File: src/rtl/vend_pkg.sv
package vend_pkg;

  // Decoded request for one cycle; inputs are expected one-hot.
  typedef enum logic [2:0] {
    ACT_IDLE   = 3'd0,
    ACT_NICKEL = 3'd1,
    ACT_DIME   = 3'd2,
    ACT_CANDY  = 3'd3,
    ACT_SODA   = 3'd4
  } vend_act_e;

  // Add with a ceiling, in credit steps.
  function automatic int unsigned step_sat_add(int unsigned cur, int unsigned add,
                                               int unsigned cap);
    int unsigned sum;
    sum = cur + add;
    return (sum > cap) ? cap : sum;
  endfunction

  // True when an add would have exceeded the ceiling.
  function automatic logic step_clips(int unsigned cur, int unsigned add,
                                      int unsigned cap);
    return (cur + add) > cap;
  endfunction

  // Convert a step count to cents.
  function automatic int unsigned steps_to_cents(int unsigned steps, int unsigned step_cents);
    return steps * step_cents;
  endfunction

endpackage

File: src/rtl/vend_event_decode.sv
module vend_event_decode
  import vend_pkg::*;
(
  input  logic      dime_i,
  input  logic      nickel_i,
  input  logic      candy_btn_i,
  input  logic      soda_btn_i,
  output vend_act_e act_o
);

  // Buttons take precedence over coins if the one-hot rule is broken.
  always_comb begin
    if (candy_btn_i)     act_o = ACT_CANDY;
    else if (soda_btn_i) act_o = ACT_SODA;
    else if (dime_i)     act_o = ACT_DIME;
    else if (nickel_i)   act_o = ACT_NICKEL;
    else                 act_o = ACT_IDLE;
  end

endmodule

File: src/rtl/vend_dispense.sv
module vend_dispense
  import vend_pkg::*;
#(
  parameter int unsigned UNIT_W      = 2,
  parameter int unsigned CANDY_UNITS = 2,
  parameter int unsigned SODA_UNITS  = 3
) (
  input  logic              hold_i,
  input  vend_act_e         act_i,
  input  logic [UNIT_W-1:0] units_i,
  output logic              candy_go_o,
  output logic              soda_go_o,
  output logic              refused_o
);

  localparam logic [UNIT_W-1:0] CANDY_PRICE = UNIT_W'(CANDY_UNITS);
  localparam logic [UNIT_W-1:0] SODA_PRICE  = UNIT_W'(SODA_UNITS);

  logic candy_ok;
  logic soda_ok;

  assign candy_ok = (units_i >= CANDY_PRICE);
  assign soda_ok  = (units_i >= SODA_PRICE);

  always_comb begin
    candy_go_o = 1'b0;
    soda_go_o  = 1'b0;
    refused_o  = 1'b0;
    if (!hold_i) begin
      unique case (act_i)
        ACT_CANDY: begin
          candy_go_o = candy_ok;
          refused_o  = !candy_ok;
        end
        ACT_SODA: begin
          soda_go_o = soda_ok;
          refused_o = !soda_ok;
        end
        default: ;
      endcase
    end
  end

endmodule

File: src/rtl/vend_credit_next.sv
module vend_credit_next
  import vend_pkg::*;
#(
  parameter int unsigned UNIT_W       = 2,
  parameter int unsigned CAP_UNITS    = 3,
  parameter int unsigned NICKEL_UNITS = 1,
  parameter int unsigned DIME_UNITS   = 2,
  parameter int unsigned CANDY_UNITS  = 2,
  parameter int unsigned SODA_UNITS   = 3
) (
  input  logic              rst,
  input  vend_act_e         act_i,
  input  logic [UNIT_W-1:0] units_i,
  input  logic              candy_go_i,
  input  logic              soda_go_i,
  output logic [UNIT_W-1:0] units_nxt_o,
  output logic              clipped_o
);

  always_comb begin
    units_nxt_o = units_i;
    clipped_o   = 1'b0;
    if (rst) begin
      units_nxt_o = '0;
    end else if (candy_go_i) begin
      units_nxt_o = units_i - UNIT_W'(CANDY_UNITS);
    end else if (soda_go_i) begin
      units_nxt_o = units_i - UNIT_W'(SODA_UNITS);
    end else begin
      unique case (act_i)
        ACT_NICKEL: begin
          units_nxt_o = UNIT_W'(step_sat_add(int'(units_i), NICKEL_UNITS, CAP_UNITS));
          clipped_o   = step_clips(int'(units_i), NICKEL_UNITS, CAP_UNITS);
        end
        ACT_DIME: begin
          units_nxt_o = UNIT_W'(step_sat_add(int'(units_i), DIME_UNITS, CAP_UNITS));
          clipped_o   = step_clips(int'(units_i), DIME_UNITS, CAP_UNITS);
        end
        default: ;
      endcase
    end
  end

endmodule

File: src/rtl/vend_ctrl.sv
module vend_ctrl
  import vend_pkg::*;
#(
  parameter int unsigned STEP_CENTS   = 5,
  parameter int unsigned CAP_UNITS    = 3,
  parameter int unsigned NICKEL_UNITS = 1,
  parameter int unsigned DIME_UNITS   = 2,
  parameter int unsigned CANDY_UNITS  = 2,
  parameter int unsigned SODA_UNITS   = 3,
  parameter int unsigned CR_W         = 4
) (
  input  logic            clk,
  input  logic            rst,
  input  logic            dime_i,
  input  logic            nickel_i,
  input  logic            candy_btn_i,
  input  logic            soda_btn_i,
  output logic            candy_out_o,
  output logic            soda_out_o,
  output logic [CR_W-1:0] credit_o
);

  localparam int unsigned UNIT_W = (CAP_UNITS < 2) ? 1 : $clog2(CAP_UNITS + 1);

  vend_act_e         act;
  logic [UNIT_W-1:0] units_q;
  logic [UNIT_W-1:0] units_nxt;
  logic              candy_go;
  logic              soda_go;
  logic              refused;     // event: button pressed without enough credit
  logic              coin_clip;   // event: coin value partly lost at the cap

  vend_event_decode u_decode (
    .dime_i      (dime_i),
    .nickel_i    (nickel_i),
    .candy_btn_i (candy_btn_i),
    .soda_btn_i  (soda_btn_i),
    .act_o       (act)
  );

  vend_dispense #(
    .UNIT_W      (UNIT_W),
    .CANDY_UNITS (CANDY_UNITS),
    .SODA_UNITS  (SODA_UNITS)
  ) u_dispense (
    .hold_i     (rst),
    .act_i      (act),
    .units_i    (units_q),
    .candy_go_o (candy_go),
    .soda_go_o  (soda_go),
    .refused_o  (refused)
  );

  vend_credit_next #(
    .UNIT_W       (UNIT_W),
    .CAP_UNITS    (CAP_UNITS),
    .NICKEL_UNITS (NICKEL_UNITS),
    .DIME_UNITS   (DIME_UNITS),
    .CANDY_UNITS  (CANDY_UNITS),
    .SODA_UNITS   (SODA_UNITS)
  ) u_next (
    .rst         (rst),
    .act_i       (act),
    .units_i     (units_q),
    .candy_go_i  (candy_go),
    .soda_go_i   (soda_go),
    .units_nxt_o (units_nxt),
    .clipped_o   (coin_clip)
  );

  always_ff @(posedge clk) begin
    units_q <= units_nxt;
  end

  assign candy_out_o = candy_go;
  assign soda_out_o  = soda_go;
  assign credit_o    = CR_W'(steps_to_cents(int'(units_q), STEP_CENTS));

endmodule

File: config.mk
export PLATFORM = sky130hd
export DESIGN_NAME = vend_ctrl
export DESIGN_NICKNAME = d
export VERILOG_FILES = /design/src/rtl/vend_pkg.sv /design/src/rtl/vend_event_decode.sv /design/src/rtl/vend_dispense.sv /design/src/rtl/vend_credit_next.sv /design/src/rtl/vend_ctrl.sv
export SDC_FILE = /design/constraint.sdc
export NUM_CORES = 1
export LEC_CHECK = 0
export BUFFER_PORTS_ARGS = -buffer_cell sky130_fd_sc_hd__buf_4
export CAP_MARGIN = 20
export CELL_PAD_IN_SITES_DETAIL_PLACEMENT = 0
export CELL_PAD_IN_SITES_GLOBAL_PLACEMENT = 1
export CORE_AREA = 2 2 39 41
export CTS_CLUSTER_DIAMETER = 200
export DETAILED_ROUTE_END_ITERATION = 8
export DIE_AREA = 0 0 41 43
export GPL_TIMING_DRIVEN = 0
export PLACE_DENSITY = 0.68
export SYNTH_ARGS = -nofsm -noshare
export SYNTH_HDL_FRONTEND = slang
export SYNTH_HIERARCHICAL = 1
export SYNTH_SLANG_ARGS = --single-unit
export TNS_END_PERCENT = 10
File: constraint.sdc
create_clock -name clk -period 2.8 [get_ports clk]
set_input_delay 0.56 -clock clk [delete_from_list [all_inputs] [get_ports clk]]
set_output_delay 0.56 -clock clk [all_outputs]
set_load 0.01 [all_outputs]
==> impl_metrics.csv, run 1 <==
group,metric,value,unit
cells_and_area,drive_above_1_share,32.08,%
placement,gp_congestion,0.7799,
setup_path,r2r-start,"units_q[0]$_DFF_P_",
global_routing,grt_pass1_wl,1.041,mm
global_routing,grt_max_degree,10,
floorplanning,io_pins,12,
floorplanning,start_util,20.98,%
power_and_ir_drop,pwr-share-seq,23.5,%
setup_path,critical_path_class,"input port to output pin",
setup_path,critPathMaxFanout,7,
cts,cts_made_buffers,3,
cells_and_area,num-fill-cells,157,
cells_and_area,num-nets-final,64,
cells_and_area,largest_registers,"units_q: 2 flops",
sta,hold_slack,0.5369,ns
floorplanning,core_area,1384,um2
cts,htreeDepth,1,
route,route.vias.total,325,
flow_run,max_cap_violations,0,
worst_hold_path,hold_class,"input port to flop",
synth,yosys_warnings,6,
sta,skew,0.0001622,ns
synth,syn_avg_cell_area,7.443,um2
route,drc,0,
cts,cts_tree,"done",
route,drtAntennaViolNets,0,
route,viasPerCell,4.710,
worst_hold_path,hold_depth,2,
sta,clock.fmax,372.1,MHz
global_routing,grt_util_all_layers,8.809,%
setup_path,r2r_setup_slack,0.59,ns
power_and_ir_drop,p_sw_share,31.04,%
global_routing,grt_pass1_vias,263,
cts,clk_pin_slew_worst_paths,0.03,ns
cells_and_area,final_cell_area,415.4,um2
setup_path,cp.required,2.24,ns
global_routing,grtUsageMet3,3.141,%
cells_and_area,top_register,"units_q",
placement,placed_area,392.9,um2
placement,hpwl,527.2,um
cts,clock_latency,0.22,ns
cts,clockRootBuffer,"clkbuf_4",
power_and_ir_drop,clkPwrFrac,37.7,%
setup_path,startpoint_type,"input port",
cts,numClockSinks,2,
sta,slew_headroom,32.01,%
placement,port_buffers,11,
floorplanning,fp.dieW,41,um
sta,hold_viol,0,
route,dr.pass1.iters,4,
global_routing,antenna_found_initial,0,
route,drt_iter0_markers,11,
cells_and_area,syn2layout_area_growth,43.10,%
power_and_ir_drop,switchingPower,0.05140,mW
synth,synth_fp_nets,48,
cts,post_cts_resized,0,
global_routing,overflow,0,
route,wl_per_cell,10.06,um
cells_and_area,diodes,0,
floorplanning,die_y,43,um
worst_hold_path,hp-start,"rst",
placement,place_inst,66,
floorplanning,rows,14,
synth,synth_area,290.3,um2
power_and_ir_drop,power_leakage,0.1866,nW
power_and_ir_drop,ir_worst_vdd,0.07883,mV
setup_path,arrival,2.13,ns
worst_hold_path,min_to,"units_q[0]$_DFF_P_",
outcome,status,"finished, final reports clean",
sta,setup_ws,0.1128,ns
global_routing,grtUsageMet2,12.81,%
sta,worstMarginPinSlew,1.006,ns
power_and_ir_drop,pwr-share-comb,38.9,%
power_and_ir_drop,power.density,398.6,nW/um2
setup_path,cp-end-kind,"output pin",
floorplanning,die-area,1763,um2
cells_and_area,multiInputGateArea,216.5,um2
cells_and_area,seq_area,40.04,um2
setup_path,r2r_end,"units_q[0]$_DFF_P_",
cts,post_cts_buffers,0,
global_routing,met1_usage,10.19,%
sta,fin_crit_sh,95.97,%
cells_and_area,largest_reg_flops,2,
setup_path,r2r_cells,6,
sta,setup_viol,0,
cells_and_area,instances_no_fill,69,
sta,finalSetupTns,0,ns
global_routing,grt.busiest_layer,"met2",
sta,rsz0062_at_grt,"false",
synth,synthCells,39,
power_and_ir_drop,internal-power,0.1142,mW
placement,post-place-ws,0.1340,ns
sta,period_needed,2.687,ns
route,wl,694,um
sta,final-max-slew-violation-count,0,
cts,clockBufferDepth,2,
cts,hold_buffers,0,
## how the worst max path moves through the flow
stage                         end   startpoint  cells after the start
2_1_floorplan  units_q[0]$_DFF_P_   soda_btn_i                      7
3_3_place_gp           soda_out_o  candy_btn_i                      4
3_5_place_dp           soda_out_o  candy_btn_i                      4
4_1_cts                soda_out_o  candy_btn_i                      4
5_1_grt               candy_out_o       dime_i                      6
6_report               soda_out_o  candy_btn_i                      4
## through the flow
| stage | util, % | total power, mW |
|---|---|---|
| floorplan | - | 0.07886 |
| global placement | 28.39 | 0.1034 |
| detailed placement | 28.39 | 0.1038 |
| CTS | 30.02 | 0.1701 |
| global route | 30.02 | 0.1838 |
| finish | 30.02 | 0.1656 |
## metal layers
layer | share of wire (%) | up-vias
met4 | 0 | 0
met2 | 52 | 7
met5 | 0 | -
met3 | 6.2 | 0
li1 | - | 170
met1 | 42 | 148
## critical path: stages
cell     delay, ns
buf_4         0.12
nor2_1        0.33
nor4b_1       0.86
buf_4         0.26
## cell type report
class | instances | share of cell area, %
Multi-Input combinational cell | 30 | 52.11
Inverter | 5 | 4.518
Timing Repair Buffer | 11 | 19.88
Buffer | 2 | 3.614
Tap cell | 16 | 4.819
Clock buffer | 3 | 5.422
Sequential cell | 2 | 9.639
## placed cells by master, fill, tap and decap left out, drive strengths merged, types with 2 or more instances in the layout
| master | n |
|---|---|
| dfxtp | 2 |
| nor2b | 2 |
| a21oi | 3 |
| clkbuf | 3 |
| a21o | 2 |
| nand2 | 2 |
| buf | 13 |
| inv | 5 |
| o221ai | 2 |
| nand2b | 2 |
| nor2 | 5 |
| nor4b | 2 |
| ha | 3 |
## power groups by stage
stage | Combinational, mW | Clock [mW] | Sequential, mW
floorplan | 0.0399 | 0 | 0.0390
global placement | 0.0639 | 0 | 0.0394
detailed placement | 0.0642 | 0 | 0.0396
CTS | 0.0645 | 0.0665 | 0.0392
global route | 0.0715 | 0.0728 | 0.0396
finish | 0.0644 | 0.0624 | 0.0388
Note: power is estimated with default switching activity, not from simulation.
==> inputs of run 2 (changes only) <==
PLACE_DENSITY = 0.58   (was 0.68)
SYNTH_HIERARCHICAL = unset   (was 1)
==> run 2 against run 1 <==
Against the previous run: sequential share of layout area grew 0.46 points; count of clock-buffer cells in the layout is the same; critical path depth grew 1; cell area shrank 4.5%; area after synthesis shrank 6.5%; clock power shrank 0.6%; worst hold slack gained 0.025 ns; routed wire length shrank 5.0%; clock skew grew 0.0013 ns; register-to-register slack gained 0.54 ns; cell count shrank 8.7%; critical endpoint is now candy_out_o.
==> impl_metrics.csv, run 2 <==
group,metric,value,unit
outcome,status,"finished, final reports clean",
global_routing,antenna_found_initial,0,
floorplanning,io_pins,12,
synth,ys_seq_elements,2,
route,wl,659,um
power_and_ir_drop,pwr-share-seq,23.1,%
setup_path,startpoint_type,"flop",
floorplanning,die_y,43,um
power_and_ir_drop,power,0.1834,mW
worst_hold_path,hold_class,"input port to flop",
power_and_ir_drop,switchingPower,0.06114,mW
cells_and_area,drive_above_1_share,44.68,%
sta,hold_viol,0,
power_and_ir_drop,power_leakage,0.1777,nW
route,wl_per_cell,10.46,um
power_and_ir_drop,pwr-share-comb,43.1,%
cells_and_area,multiInputGateArea,197.7,um2
synth,syn_avg_cell_area,8.228,um2
setup_path,crit_path_max_incr_delay,0.35,ns
cts,clk_pin_slew_worst_paths,0.03,ns
sta,final-max-slew-violation-count,0,
cells_and_area,num-nets-final,60,
worst_hold_path,min_to,"units_q[0]$_SDFFE_PP0P_",
setup_path,cp_slowest_cell,"dfxtp_1",
synth,yosysSeqAreaShare,14.75,%
synth,ys_top_cells_by_area,"ha_1 23%, dfxtp_1 15%, inv_1 6.9%",
global_routing,grt_util_all_layers,8.909,%
placement,gp_congestion,0.6823,
power_and_ir_drop,p_sw_share,33.34,%
synth,yosys_warnings,0,
setup_path,critical_path_class,"flop to output pin",
global_routing,grt_pass1_vias,254,
route,drtAntennaViolNets,0,
cells_and_area,post-route-util,28.66,%
setup_path,arrival,1.43,ns
setup_path,cp-end-kind,"output pin",
cts,numClockSinks,2,
cts,cts_tree,"done",
floorplanning,fp.dieW,41,um
sta,fin_crit_sh,71.08,%
sta,worstMarginPinSlew,0.3434,ns
sta,finalSetupTns,0,ns
cts,clock_latency,0.22,ns
synth,netlist-cell-type-count,17,
global_routing,grt_max_degree,8,
placement,hpwl,515.3,um
setup_path,r2r_end,"units_q[1]$_SDFFE_PP0P_",
synth,synth_area,271.5,um2
power_and_ir_drop,clkPwrFrac,33.8,%
route,viasPerCell,4.127,
cells_and_area,top_register,"units_q",
synth,synth_common_cells,"5 x ha_1, 5 x inv_1, 4 x nor2_1",
cells_and_area,num-fill-cells,158,
setup_path,r2r_cells,6,
route,dr.pass1.iters,2,
sta,skew,0.001471,ns
cells_and_area,syn2layout_area_growth,46.08,%
worst_hold_path,hp-start,"rst",
route,drt_iter0_markers,3,
cts,clockBufferDepth,2,
sta,setup_viol,0,
cells_and_area,seq_area,40.04,um2
synth,yosysTopAreaCell,"ha_1",
synth,synth_async_sr_flop_share,0,%
floorplanning,core_area,1384,um2
synth,synthFlopType,"dfxtp_1",
cells_and_area,largest_reg_flops,2,
cells_and_area,diodes,0,
floorplanning,die-area,1763,um2
floorplanning,rows,14,
cts,htreeDepth,1,
synth,synth_top_area_share,23.04,%
power_and_ir_drop,power.density,462.3,nW/um2
placement,port_buffers,11,
floorplanning,start_util,19.62,%
route,drc,0,
cts,post_cts_resized,0,
synth,synth_edf_count,0,
power_and_ir_drop,ir_worst_vdd,0.1813,mV
sta,rsz0062_at_grt,"false",
setup_path,critPathMaxFanout,5,
synth,synth_fp_nets,44,
cts,cts_made_buffers,3,
sta,slew_headroom,77.11,%
cts,clockRootBuffer,"clkbuf_4",
flow_run,max_cap_violations,0,
power_and_ir_drop,internal-power,0.1222,mW
cts,post_cts_buffers,0,
cells_and_area,largest_registers,"units_q: 2 flops",
sta,period_needed,1.990,ns
setup_path,cp.required,2.24,ns
route,route.vias.total,260,
setup_path,r2r-start,"units_q[1]$_SDFFE_PP0P_",
synth,synthCells,33,
global_routing,overflow,0,
setup_path,worstPathCellList,"inv_1 > ha_1 > nor2_1 > nor3b_1 > buf_4",
sta,clock.fmax,502.4,MHz
setup_path,r2r_setup_slack,1.13,ns
worst_hold_path,hold_depth,2,
global_routing,grt_pass1_wl,1.104,mm
cells_and_area,layout_commonest_cell,"buf_4",
cells_and_area,final_cell_mix,"13 x buf_4, 5 x inv_1, 5 x ha_1",
cts,hold_buffers,0,
## run 2: critical path, delay by kind of cell (launching register included)
| family | cells | cell delay, ns |
|---|---|---|
| buffers and inverters | 2 | 0.35 |
| AND/OR/NAND/NOR | 2 | 0.35 |
| adder cells (fa/ha/maj) | 1 | 0.16 |
| flip-flops | 1 | 0.35 |
## run 2: per-stage QoR
step | area (um2) | worst slack, ns | std cells | hold slack [ns]
after global routing | 396.6 | 0.6407 | 63 | 0.5532
after floorplan | 271.5 | 1.152 | 33 | 0.5742
after CTS | 396.6 | 0.7782 | 63 | 0.5605
final | 396.6 | 0.8097 | 63 | 0.5623
after detailed placement | 374.1 | 0.9862 | 60 | 0.5885
after global placement | 374.1 | 0.9894 | 60 | 0.5964
## run 2: cells by family (layout without fill, tap and decap cells)
logic type	count (synthesis)	after routing	share of synthesized area, %
compound gates	8	8	23.04
fa+ha+maj	5	5	23.04
buf+inv	7	21	12.44
flops	2	2	14.75
simple gates	11	11	26.73
## run 2: how the worst max path moves through the flow
stage	slack (ns)	end	startpoint
final	0.81	candy_out_o	units_q[0]$_SDFFE_PP0P_
after CTS	0.78	candy_out_o	units_q[0]$_SDFFE_PP0P_
after floorplan	1.15	candy_out_o	units_q[0]$_SDFFE_PP0P_
after detailed placement	0.99	units_q[1]$_SDFFE_PP0P_	rst
after global routing	0.64	candy_out_o	units_q[0]$_SDFFE_PP0P_
after global placement	0.99	units_q[0]$_SDFFE_PP0P_	rst
## run 2: layer usage
metal  routed length, um  GRT usage, %
met1                 318         13.69
met4                   0         2.000
met5                   0             0
met3                  31         3.141
met2                 309         11.56
## run 2: power groups by stage
stage	combinational (mW)	clock [mW]	sequential (mW)
after CTS	0.0808	0.0656	0.0422
after detailed placement	0.0803	0	0.0425
after global placement	0.0800	0	0.0429
final	0.0790	0.0620	0.0424
after global routing	0.0892	0.0707	0.0439
after floorplan	0.0450	0	0.0432
## run 2: cell type report
type | instances | area share (%)
flip-flops and latches | 2 | 10.09
clock buffers | 3 | 5.678
repair buffers | 11 | 20.82
multi-input cells | 24 | 49.84
well taps | 16 | 5.047
plain buffers | 2 | 3.785
inverters | 5 | 4.732
